==> src/rtl/fsg_pkg.sv <==
package fsg_pkg;
  typedef enum logic [1:0] {
    FSG_NORMAL = 2'd0,
    FSG_DIAG   = 2'd1,
    FSG_LOC    = 2'd2
  } fsg_mode_e;
endpackage

==> src/rtl/fsg_rst_sync.sv <==
module fsg_rst_sync #(
  parameter int STAGES = 2
) (
  input  logic clk,
  input  logic rst_n,
  output logic rst_sync_n
);
  logic [STAGES-1:0] sync_q;
  logic [STAGES-1:0] sync_d;

  always_comb begin
    sync_d = {sync_q[STAGES-2:0], 1'b1};
  end

  always_ff @(posedge clk or negedge rst_n) begin
    if (!rst_n) sync_q <= '0;
    else        sync_q <= sync_d;
  end

  assign rst_sync_n = sync_q[STAGES-1];
endmodule

==> src/rtl/fsg_mode_dec.sv <==
module fsg_mode_dec
  import fsg_pkg::*;
(
  input  logic      diag_mode,
  input  logic      loc_mode,
  output fsg_mode_e mode,
  output logic      flag_in_path,
  output logic      ctl_in_path
);
  always_comb begin
    if (loc_mode)       mode = FSG_LOC;
    else if (diag_mode) mode = FSG_DIAG;
    else                mode = FSG_NORMAL;
    flag_in_path = (mode != FSG_NORMAL);
    ctl_in_path  = (mode != FSG_LOC);
  end
endmodule

==> src/rtl/fsg_ctl_bit.sv <==
module fsg_ctl_bit (
  input  logic clk,
  input  logic rst_n,
  input  logic active,
  input  logic capture_en,
  input  logic shift_en,
  input  logic update_en,
  input  logic shift_d,
  output logic sh_q,
  output logic upd_q
);
  logic sh_d;
  logic upd_d;

  always_comb begin
    sh_d  = sh_q;
    upd_d = upd_q;
    if (active) begin
      if (capture_en)    sh_d = upd_q;
      else if (shift_en) sh_d = shift_d;
      if (update_en)     upd_d = sh_q;
    end
  end

  always_ff @(posedge clk or negedge rst_n) begin
    if (!rst_n) begin
      sh_q  <= 1'b0;
      upd_q <= 1'b0;
    end else begin
      sh_q  <= sh_d;
      upd_q <= upd_d;
    end
  end
endmodule

==> src/rtl/fsg_flag_bit.sv <==
module fsg_flag_bit #(
  parameter int IRQ_W = 4
) (
  input  logic             clk,
  input  logic             rst_n,
  input  logic             in_path,
  input  logic             capture_en,
  input  logic             shift_en,
  input  logic             shift_d,
  input  logic [IRQ_W-1:0] irq_in,
  output logic             flag_q,
  output logic             irq_out
);
  logic any_irq;
  logic flag_d;

  always_comb begin
    any_irq = |irq_in;
    flag_d  = flag_q;
    if (capture_en)               flag_d = any_irq;
    else if (shift_en && in_path) flag_d = shift_d;
  end

  always_ff @(posedge clk or negedge rst_n) begin
    if (!rst_n) flag_q <= 1'b0;
    else        flag_q <= flag_d;
  end

  assign irq_out = flag_q | any_irq;
endmodule

==> src/rtl/flagged_seg_gate.sv <==
module flagged_seg_gate
  import fsg_pkg::*;
#(
  parameter int IRQ_W     = 4,
  parameter int RST_STAGE = 2
) (
  input  logic             clk,
  input  logic             rst_n,
  input  logic             scan_in,
  output logic             scan_out,
  input  logic             shift_en,
  input  logic             capture_en,
  input  logic             update_en,
  output logic             seg_si,
  input  logic             seg_so,
  input  logic [IRQ_W-1:0] irq_in,
  output logic             irq_out,
  input  logic             diag_mode,
  input  logic             loc_mode
);
  fsg_mode_e mode;
  logic      rst_sync_n;
  logic      flag_in_path;
  logic      ctl_in_path;
  logic      ctl_sh_q;
  logic      ctl_upd_q;
  logic      flag_q;
  logic      seg_open;
  logic      pre_ctl;
  logic      flag_d;

  fsg_rst_sync #(.STAGES(RST_STAGE)) u_rst (
    .clk        (clk),
    .rst_n      (rst_n),
    .rst_sync_n (rst_sync_n)
  );

  fsg_mode_dec u_dec (
    .diag_mode    (diag_mode),
    .loc_mode     (loc_mode),
    .mode         (mode),
    .flag_in_path (flag_in_path),
    .ctl_in_path  (ctl_in_path)
  );

  always_comb begin
    seg_open = (mode == FSG_LOC) ? flag_q : ctl_upd_q;
    pre_ctl  = seg_open ? seg_so : scan_in;
    flag_d   = ctl_in_path ? ctl_sh_q : pre_ctl;
  end

  fsg_ctl_bit u_ctl (
    .clk        (clk),
    .rst_n      (rst_sync_n),
    .active     (ctl_in_path),
    .capture_en (capture_en),
    .shift_en   (shift_en),
    .update_en  (update_en),
    .shift_d    (pre_ctl),
    .sh_q       (ctl_sh_q),
    .upd_q      (ctl_upd_q)
  );

  fsg_flag_bit #(.IRQ_W(IRQ_W)) u_flag (
    .clk        (clk),
    .rst_n      (rst_sync_n),
    .in_path    (flag_in_path),
    .capture_en (capture_en),
    .shift_en   (shift_en),
    .shift_d    (flag_d),
    .irq_in     (irq_in),
    .flag_q     (flag_q),
    .irq_out    (irq_out)
  );

  assign seg_si   = scan_in;
  assign scan_out = flag_in_path ? flag_q : ctl_sh_q;
endmodule

==> config.mk <==
export PLATFORM = sky130hd
export DESIGN_NAME = flagged_seg_gate
export DESIGN_NICKNAME = d
export VERILOG_FILES = /design/src/rtl/fsg_pkg.sv /design/src/rtl/fsg_rst_sync.sv /design/src/rtl/fsg_mode_dec.sv /design/src/rtl/fsg_ctl_bit.sv /design/src/rtl/fsg_flag_bit.sv /design/src/rtl/flagged_seg_gate.sv
export SDC_FILE = /design/constraint.sdc
export NUM_CORES = 1
export LEC_CHECK = 0
export BUFFER_PORTS_ARGS = -buffer_cell sky130_fd_sc_hd__buf_2
export CORE_AREA = 2 2 39 41
export DETAILED_ROUTE_END_ITERATION = 12
export DIE_AREA = 0 0 41 43
export GPL_TIMING_DRIVEN = 0
export PLACE_DENSITY = 0.48
export SETUP_SLACK_MARGIN = 0.2
export SLEW_MARGIN = 20
export SYNTH_ARGS = -nofsm -noshare
export SYNTH_HDL_FRONTEND = slang
export SYNTH_HIERARCHICAL = 1
export SYNTH_SLANG_ARGS = --single-unit
==> constraint.sdc <==
create_clock -name clk -period 0.9 [get_ports clk]
set_clock_uncertainty 0.05 [all_clocks]
set_input_delay 0.09 -clock clk [delete_from_list [all_inputs] [get_ports clk]]
set_output_delay 0.09 -clock clk [all_outputs]
set_load 0.05 [all_outputs]
==> flow_results.org, run 1 <==
** Clock network
- Clock latency on the worst-skew pair :: 240 ps
- H-tree depth :: 1
- Root buffer selected by CTS :: sky130_fd_sc_hd__clkbuf_4
- Clock edge transition at the registers on the reported setup and hold paths :: 40 ps
- Buffer levels on the longest clock path :: 2
- CTS saw 5 sinks.
- Counting the buffers created by CTS gives 3.
- TritonCTS clock tree :: done

** STA
- Summed over all failing endpoints, the final setup total negative slack is -1390 ps.
- Final hold analysis gives a worst-case slack of -13.8 ps.
- Finish-stage setup viols :: 5
- The total count of hold-check failures in the final report was 3.
- Final Max Tran Viols :: 0
- Fin crit share :: 142%
- Final period demand of the worst path :: 1280 ps
- Static timing analysis puts the maximum clock frequency at 783 MHz.
- Unrepaired setup endpoints after global routing :: yes
- Setup ws final :: -377 ps

** Detailed routing
- Via-to-Cell Ratio :: 4.35
- Overall via count from detail_route :: 322
- After detailed routing, the total wire length is 675 um.
- Number of antenna-violating nets in the routed design :: 0
- Initial drt markers :: 4
- In the routed design, unresolved DRC markers number 0.
- Routed wirelength normalized by instance count :: 9.12 um
- The pre-antenna-repair detailed-routing pass consisted of 4 iterations.

** Global route
- The first global-routing pass estimated 1110 um of wire.
- Residual overflow from global routing :: 0
- Maximum number of pins on one net before global-route repair :: 7
- Aggregate global-route resource usage :: 9.60%
- Via count of the first global-routing pass :: 307
- Antenna violations before repair :: 0

** Job
- The tool flagged a number of max-cap violations equal to 0.

** Yosys
- Avg Cell Area, Syn :: 9.63 um^2
- FF+latch count, synth :: 5
- Yosys warns :: 6
- The mapped netlist covers 347 um^2.
- Syn nets :: 49
- Fraction of the yosys area taken by sequential cells :: 36.1%
- Yosys mapped the design onto 22 distinct sky130hd cell types.
- Cell count after synthesis :: 36

** Die
- Vertical die dimension :: 43 um
- After floorplanning, the core was sized to cover 1380 um^2.
- The die covers 1760 um^2.
- For this configuration, the core starts out at a cell density of 25.0%.
- Measured along the x axis, the die boundary spans 41 um.
- Number of top-level pins :: 16
- Number of placement rows :: 14

** Critical path
- Counting both buffers and inverters, the worst setup path holds a total of 0.
- Worst setup EP type :: register
- Along the worst path, the maximum fanout reaches 4.
- Largest delay share family, worst path :: flip-flops
- Arrival @ worst endpoint :: 1370 ps
- The worst setup path is of the reg -> reg kind.
- Traced cell by cell, the critical path runs through or2b_1 > a21boi_2 > o31a_1 > nand4b_1 > o211ai_1.
- Worst Path Required :: 990 ps
- Kind of launch point of the worst setup path :: register
- Maximum cell stage delay along the critical path :: 410 ps
- The slowest stage of the critical path belongs to the cell sky130_fd_sc_hd__dfrtp_1.

** Final layout
- The repair_antennas step left the layout with diodes totalling 0.
- From synthesis to final layout, the design area changed by 51.3%.
- After routing the design area is 524 um^2.
- At the end of the flow, the number of nets in the layout was 72.
- Of the cells placed in the final design, the portion with a size suffix greater than 1 is 48.3%.

** Power and ir drop
- Clock network fraction of total power :: 29.0%
- Pwr/cell area :: 1670 nW/um^2
- In this run the static leakage power is 0.249 nW.
- Summed over all nets, the switching power comes to 0.000262 W.
- Maximum resistive drop on vdd :: 0.000621 V
- Switching portion of total power :: 30.0%
- Comb power frac :: 35.3%
- Share of total power in sequential cells :: 35.8%
- The internal portion of the total power is 0.000611 W.

** Status
- The checks that failed: negative hold slack, negative setup slack.
- The flow ran to the end, but the final reports show violations.

** Hold path
- The min-delay analysis places its worst path in the category reg -> async.

** Placement
- The congestion estimate from routability-driven global placement came to 0.643.
- Count of port buffers added during placement :: 15
- Before CTS, the worst setup slack after placement is -411 ps.
- Once placement finished, the instance area stood at 444 um^2.
- DP Wirelength :: 544 um
## cells in the final DEF, fill, tap and decap left out, drive strengths merged
master,Yosys,final
inv,1,1
nor2,1,1
nand2,3,3
conb,1,1
dlygate4sd3,0,1
nand3,1,1
dfrtp,5,5
nor4,1,1
buf,2,19
nand4b,2,2
a21oi,1,1
nand2b,4,4
o41ai,1,1
nor2b,2,2
or2b,2,2
mux2,2,2
o31a,1,1
a21boi,1,1
o211ai,1,1
or2,2,2
a32oi,1,1
clkbuf,0,4
and2,1,1
## synth_stat cells (all sizes together)
cell type  n  share of area [%]
nor2b      2                3.6
inv        1                1.1
conb       1                1.1
nand2b     4                7.2
nand2      3                3.2
o41ai      1                4.7
nor2       1                1.1
or2b       2                4.3
o211ai     1                2.2
and2       1                1.8
buf        2                4.3
a21oi      1                2.5
mux2       2                7.6
dfrtp      5                 36
nand3      1                1.4
a32oi      1                2.5
or2        2                3.6
o31a       1                2.5
nor4       1                1.8
a21boi     1                2.2
nand4b     2                5.1
## cells by family after synthesis
logic type	count (synthesis)	synth area share [%]
AND/OR/NAND/NOR	19	33.2
AO/OA/AOI/OAI	6	16.6
flip-flops	5	36.1
buffers and inverters	3	5.41
multiplexers	2	7.58
other	1	1.08
## area by class of cell
| class | count | area [um^2] |
|---|---|---|
| well taps | 16 | 20.0 |
| inverters | 1 | 3.75 |
| repair buffers | 18 | 120 |
| flip-flops and latches | 5 | 125 |
| fillers | 151 | 860 |
| clock buffers | 4 | 26.3 |
| plain buffers | 2 | 15.0 |
| multi-input cells | 28 | 214 |
## path summary, 6_finish.rpt
kind,startpoint,endpoint,slack (ps),depth (start not counted)
worst min register to register,u_rst/sync_q[1],u_ctl/sh_q,-10,0
worst max-delay path,u_flag/flag_q,u_flag/flag_q,-380,5
max in group asynchronous,rst_n,u_rst/sync_q[1],590,2
min in group clk,irq_in[2],u_flag/flag_q,90,3
worst max register to register,u_flag/flag_q,u_flag/flag_q,-380,5
worst min-delay path,u_rst/sync_q[1],u_ctl/sh_q,-10,0
## registers in the layout (all words and copies together), names as in the netlist
name,flops
u_flag/flag_q,1
u_ctl/upd_q,1
u_ctl/sh_q,1
u_rst/sync_q,2
## metal layers
layer	vias up	GRT usage (%)	wire length, um
li1	167	-	-
met1	148	8.85	286
met2	7	15.3	360
met3	0	3.66	28
met4	0	8.00	0
met5	-	0	0
## metrics by stage
step | cells | total power, W | hold slack [ps] | utilization, %
after floorplan | 36 | 0.000492 | -256 | -
after CTS | 73 | 0.000876 | -9.20 | 37.3
after detailed placement | 67 | 0.000570 | -172 | 32.1
after global placement | 67 | 0.000569 | -172 | 32.1
final | 74 | 0.000873 | -13.8 | 37.9
after global routing | 74 | 0.000939 | 8.37 | 37.9
## power groups by stage
stage               logic [W]  registers [W]  clock network [W]
floorplan            0.000188       0.000304                  0
global placement     0.000249       0.000321                  0
detailed placement   0.000250       0.000320                  0
CTS                  0.000284       0.000316           0.000276
global route         0.000334       0.000322           0.000283
finish               0.000308       0.000312           0.000253
## what timing repair did
action / CTS / global route
endpoints found under the setup margin: 5 / 5
setup buffers: 1 / 1
hold buffers: 1 / 0
gates resized for setup: 8 / 0
hold endpoints to repair: 5 / 0
No activity file was read; power rests on OpenSTA's default activity.
==> inputs of run 2 (changes only) <==
PLACE_DENSITY = not set   (was 0.48)
clock period = 1.4 ns   (was 0.9 ns; I/O delays follow)
==> run 2 against run 1 <==
  * The flow now finishes without violations
  * Via count rose by 6.2%
  * Hold slack gained 140 ps
  * Worst setup slack gained 500 ps
  * Sequential power shrank 35%
  * Clock-buffer cell count unchanged
  * Critical path depth decreased by 3
  * Final cell count is 1.4% higher
  * Routed wire length grew 4.0%
  * Sequential share of layout area shrank 0.23 points
  * Largest power group unchanged
==> flow_results.org, run 2 (synthesized netlist as in run 1, its figures left out) <==
** Final layout
- Number of antenna cells inserted :: 0
- Fraction of final layout cells with drive strength greater than 1 :: 44.1%
- Ranked by flip-flop count, first place goes to u_rst/sync_q.
- Area Growth Syn to Fin :: 52.7%
- The net count of the finished layout is 73.
- Post-route standard cell area excluding fillers :: 529 um^2
- Commonest cells after routing, fill and taps aside :: 13 x sky130_fd_sc_hd__buf_2, 5 x sky130_fd_sc_hd__dfrtp_1, 4 x sky130_fd_sc_hd__nand2b_1
- The register with the most flip-flops in the layout has 2 of them.
- Final std cells w/o fill :: 75
- Leading cell type in the layout, fill and taps excluded :: sky130_fd_sc_hd__buf_2

** Detailed routing
- The routed design has 702 um of wire.
- The first TritonRoute pass finished after 3 iterations.
- Using the TritonRoute via totals, the vias-per-cell ratio works out to 4.56.
- Dividing the detail-routed wire length by the instance count gives 9.36 um.
- DRC violations left :: 0
- Detailed routing inserted a total of 342 vias.
- Number of antenna-violating nets in the routed design :: 0
- The detailed router finished its first iteration with 6 violations.

** Die
- X dimension of the die :: 41 um
- The initial utilization of the core area, before any placement, comes to 25.0%.
- The die is 43 um tall.
- Number of placement rows :: 14
- After floorplanning, the core was sized to cover 1380 um^2.
- For this design the top-level I/O count stands at 16.
- The die covers 1760 um^2.

** STA
- Total count of hold-check failures in the final report :: 0
- Setup repair after global routing could not meet its margin everywhere.
- The worst path uses 91.1% of the clock period.
- Derived from the worst setup path, the maximum achievable clock frequency is 784 MHz.
- The smallest clock period supported by the final layout is computed as 1270 ps.
- Setup slack on the critical path of the routed design comes to 125 ps.
- Final hold analysis gives a worst-case slack of 124 ps.
- Setup violations remaining at the end of the flow were counted as 0.
- Final Max Tran Viols :: 0
- Setup tns final :: 0 ps

** Hold path
- The path class of the tightest hold or removal check is in -> reg.

** Placement
- Post-placement setup slack :: 120 ps
- Summed over all nets, the half-perimeter wirelength after detailed placement is 565 um.
- Placed cell area :: 442 um^2
- Last weighted congestion value of the routability-driven placer :: 0.706
- The count of buffers added on input and output ports is 15.
- Placed Instances :: 67

** Global route
- Global routing used 9.49% of the available tracks across all layers.
- Antenna violations before repair :: 0
- First-pass GRT wire length :: 1170 um
- The number of global-route vias before repair came to 322.
- Maximum number of pins on one net before global-route repair :: 7
- Residual overflow from global routing :: 0

** Critical path
- Type of the worst setup path :: reg -> out
- Kind of launch point of the worst setup path :: register
- STA classifies the critical path endpoint as an output port.
- CP max FO :: 5
- Worst Path Required :: 1210 ps
- Arrival @ worst endpoint :: 1080 ps

** Clock network
- TritonCTS built the clock tree.
- The tree is rooted in a sky130_fd_sc_hd__clkbuf_4.
- Clock edge transition at the registers on the reported setup and hold paths :: 40 ps
- Buffer levels on the longest clock path :: 2
- Clk sink count :: 5
- The later pin in the worst-skew pair is clocked with a latency of 230 ps.
- Cts bufs inserted :: 3
- CTS built an H-tree with a depth of 1.

** Job
- Number of maximum-capacitance violations :: 0

** Power and ir drop
- Summed over all cells, the static leakage comes to 0.250 nW.
- Int Power :: 0.000386 W
- In this run the power density over the cells is 1040 nW/um^2.
- Switching portion of total power :: 30.0%
- Of the total power, registers draw 37.0%.
- For this design the total switching power over the nets is 0.000165 W.
- Of the total power, combinational logic draws 34.0%.
- Clock network fraction of total power :: 29.0%
- Maximum resistive drop on vdd :: 0.000438 V

** Status
- Run status :: complete, no violations
[run 2: cell types whose count changed in the layout (fill, tap and decap cells not counted), sizes merged]
cell         before  now
buf              19   18
dlygate4sd3       1    3
[run 2: timing repair]
item / in CTS / in global routing
hold buffers: 3 / 0
endpoints found under the setup margin: 4 / 4
gates cloned: 0 / 0
buffers inserted: 1 / 0
endpoints found under the hold margin: 3 / 0
pin swaps: 3 / 0
gates resized for setup: 5 / 2
[run 2: path summary, 6_finish.rpt]
check / from / depth (start not counted) / slack, ps / end
max: u_ctl/sh_q / 2 / 130 / scan_out
min: irq_in[2] / 3 / 120 / u_flag/flag_q
max reg2reg: u_ctl/upd_q / 5 / 150 / u_flag/flag_q
min reg2reg: u_rst/sync_q[0] / 0 / 300 / u_rst/sync_q[1]
max in group asynchronous: u_rst/sync_q[1] / 1 / 650 / u_ctl/sh_q
min in group asynchronous: rst_n / 2 / 180 / u_rst/sync_q[1]
[run 2: area by class of cell]
class                      count  area [um^2]
sequential                     5          125
multi-input combinational     28          210
buffer                         2         15.0
tap                           16         20.0
fill                         146          855
clock buffer                   4         26.3
inverter                       1         3.75
timing repair buffer          19          129
[run 2: through the flow]
| step | utilization (%) | power, W |
|---|---|---|
| after global placement | 31.9 | 0.000364 |
| final | 38.2 | 0.000551 |
| after global routing | 38.2 | 0.000594 |
| after detailed placement | 31.9 | 0.000366 |
| after floorplan | - | 0.000316 |
| after CTS | 37.7 | 0.000558 |
[run 2: power groups by stage]
stage	Combinational [W]	Clock, W	Sequential, W
floorplan	0.000120	0	0.000196
global placement	0.000156	0	0.000207
detailed placement	0.000158	0	0.000208
CTS	0.000187	0.000166	0.000205
global route	0.000205	0.000179	0.000209
finish	0.000187	0.000160	0.000204
[run 2: per-layer routing]
layer / global-route usage, % / vias to the layer above / share of wire (%)
met5: 0 / - / 0
met4: 2.00 / 0 / 0
met3: 3.14 / 0 / 5.8
met2: 16.6 / 10 / 56
met1: 10.5 / 160 / 38
li1: - / 172 / -
[run 2: worst max-delay path, cell delays in order (launching register included)]
cell	delay [ps]
sky130_fd_sc_hd__dfrtp_1	410
sky130_fd_sc_hd__mux2_4	290
sky130_fd_sc_hd__buf_8	150
==> inputs of run 3 (changes only) <==
RECOVER_POWER = 25   (was not set)
==> run 3 against run 2 <==
  * Fmax about the same
  * Largest power group unchanged
  * Critical endpoint unchanged
  * First-iteration DRC count unchanged
  * Global-route usage unchanged
  * Clock-buffer cell count unchanged
  * Sequential share of layout area increased by 0.056 points
  * Critical path depth unchanged
  * Die area unchanged
  * Combinational power about the same
  * Total power about the same
==> flow_results.org, run 3 (synthesized netlist as in run 1, its figures left out) <==
** Clock network
- H-tree depth :: 1
- Root buffer selected by CTS :: sky130_fd_sc_hd__clkbuf_4
- Clk sink count :: 5
- The clock reaches the later pin of the worst-skew pair after 230 ps.
- Buffer levels on the longest clock path :: 2
- Cts bufs inserted :: 3
- TritonCTS clock tree :: done
- After clock tree synthesis, the clock-pin slew on the worst setup and hold paths is 40 ps.

** STA
- Final period demand of the worst path :: 1280 ps
- After layout, the worst path uses 91.1% of the clock period.
- Setup repair after global routing could not meet its margin everywhere.
- Adding up every negative setup slack in the final design gives 0 ps.
- Derived from the worst setup path, the maximum achievable clock frequency is 784 MHz.
- Final Max Tran Viols :: 0
- Setup violations remaining at the end of the flow were counted as 0.
- Total count of hold-check failures in the final report :: 0

** Critical path
- The critical path goes through mux2_4 > buf_8.
- On the critical path, the stage with the largest delay is an instance of sky130_fd_sc_hd__dfrtp_1.
- STA classifies the critical path endpoint as an output port.
- CP max FO :: 5
- In this run the register-to-register setup slack is 150 ps.
- Arrival @ worst endpoint :: 1090 ps
- For this run, the slowest stage of the critical path takes 410 ps.
- By startpoint and endpoint, the worst setup path is classified as reg -> out.
- The worst setup path is launched from a register.
- STA puts the critical path data required time at 1210 ps.
- Counting cells, the worst reg-to-reg path comes to 5.

** Global route
- The number of global-route vias before repair is 322.
- The first global-routing pass estimated 1170 um of wire.
- Antenna violations before repair :: 0
- For this run, the total global-route usage over all layers was measured as 9.49%.
- Entering global routing, the biggest net connects 7 pins.
- Residual overflow from global routing :: 0

** Job
- Number of maximum-capacitance violations :: 0

** Hold path
- The worst hold path passes through 3 cells.
- In this run the worst hold path is classified as in -> reg.

** Detailed routing
- Total detailed-routing wirelength :: 706 um
- In the final routed layout, each cell accounts on average for 9.41 um.
- The first detailed-routing pass took 3 iterations.
- Initial drt markers :: 6
- Dividing the detail-routed via count by the number of cells gives 4.53.
- Number of antenna-violating nets in the routed design :: 0
- DRC violations left :: 0
- Overall via count from detail_route :: 340

** Die
- The floorplan has 14 rows.
- Initial Util :: 25.0%
- Core area :: 1380 um^2
- In this run the count of I/O pins placed on the die edge is 16.
- The die is 43 um tall.
- Overall die area :: 1760 um^2
- Measured along the x axis, the die boundary spans 41 um.

** Final layout
- Leaving out fill and tap cells, the most frequent cell in the layout is sky130_fd_sc_hd__buf_2.
- Of the cells placed in the final design, the portion with a size suffix greater than 1 is 42.4%.
- The register with the most flip-flops in the final layout is u_rst/sync_q.
- Number of nets at the end of the flow :: 73
- The register with the most flip-flops in the layout has 2 of them.
- Compared with the post-synthesis result, the final layout area differs by 52.3%.
- Post-route standard cell area excluding fillers :: 528 um^2
- The number of antenna diodes in the final layout is 0.
- In the layout the commonest cells are 12 x sky130_fd_sc_hd__buf_2, 5 x sky130_fd_sc_hd__dfrtp_1, 4 x sky130_fd_sc_hd__nand2b_1.
- Fill cells in the final layout number 147.

** Power and ir drop
- In this run the static leakage power is 0.247 nW.
- VDD sags by at most 0.000438 V.
- Pwr/cell area :: 1040 nW/um^2

** Placement
- Input and output buffers added on the ports amount to 15.
- The congestion estimate from routability-driven global placement came to 0.706.
- Placed cell area :: 442 um^2
- Summed over all nets, the half-perimeter wirelength after detailed placement is 565 um.

** Status
- Run status :: complete, no violations
run 3: metal layers:
metal	global-route usage [%]	vias up	share of wire, %
met3	3.14	0	5.8
met4	2.00	0	0
met5	0	-	0
li1	-	171	-
met2	16.6	10	56
met1	10.5	159	39
run 3: path summary, 6_finish.rpt:
path | start | to
max in group asynchronous | u_rst/sync_q[1] | u_ctl/sh_q
setup reg to reg | u_ctl/upd_q | u_flag/flag_q
hold / removal | irq_in[2] | u_flag/flag_q
hold reg to reg | u_rst/sync_q[0] | u_rst/sync_q[1]
setup / recovery | u_ctl/sh_q | scan_out
min in group asynchronous | rst_n | u_rst/sync_q[1]
run 3: repair_timing:
item / 4_1_cts / 5_1_grt
buffers inserted: 1 / 0
resized for setup: 5 / 2
endpoints found under the hold margin: 3 / 0
hold buffers: 3 / 0
setup endpoints to repair: 4 / 4
pin swaps: 3 / 0
run 3: metrics by stage:
step           hold slack, ps  power [W]  util (%)  std cells  setup slack [ps]
2_1_floorplan            -206   0.000316         -         36               248
3_3_place_gp             -125   0.000364      31.9         67               142
3_5_place_dp             -123   0.000366      31.9         67               120
4_1_cts                   124   0.000558      37.7         75               111
5_1_grt                   142   0.000593      38.2         75              54.7
6_report                  124   0.000551      38.2         75               125
run 3: final cells by class:
type | instances | area [um^2] | area share (%)
buffer | 2 | 15.0 | 2.84
clock buffer | 4 | 26.3 | 4.98
inverter | 1 | 3.75 | 0.711
multi-input combinational | 28 | 210 | 39.8
sequential | 5 | 125 | 23.7
tap | 16 | 20.0 | 3.79
timing repair buffer | 19 | 128 | 24.2
run 3: critical path, delay by kind of cell (launching register included):
| kind | cells | cell delay, ps |
|---|---|---|
| mux | 1 | 290 |
| buf+inv | 1 | 150 |
| flops | 1 | 410 |
run 3: where the power goes:
group	internal [W]	switching (W)
Sequential	0.000173	0.0000310
Combinational	0.000105	0.0000820
Clock	0.000107	0.0000522
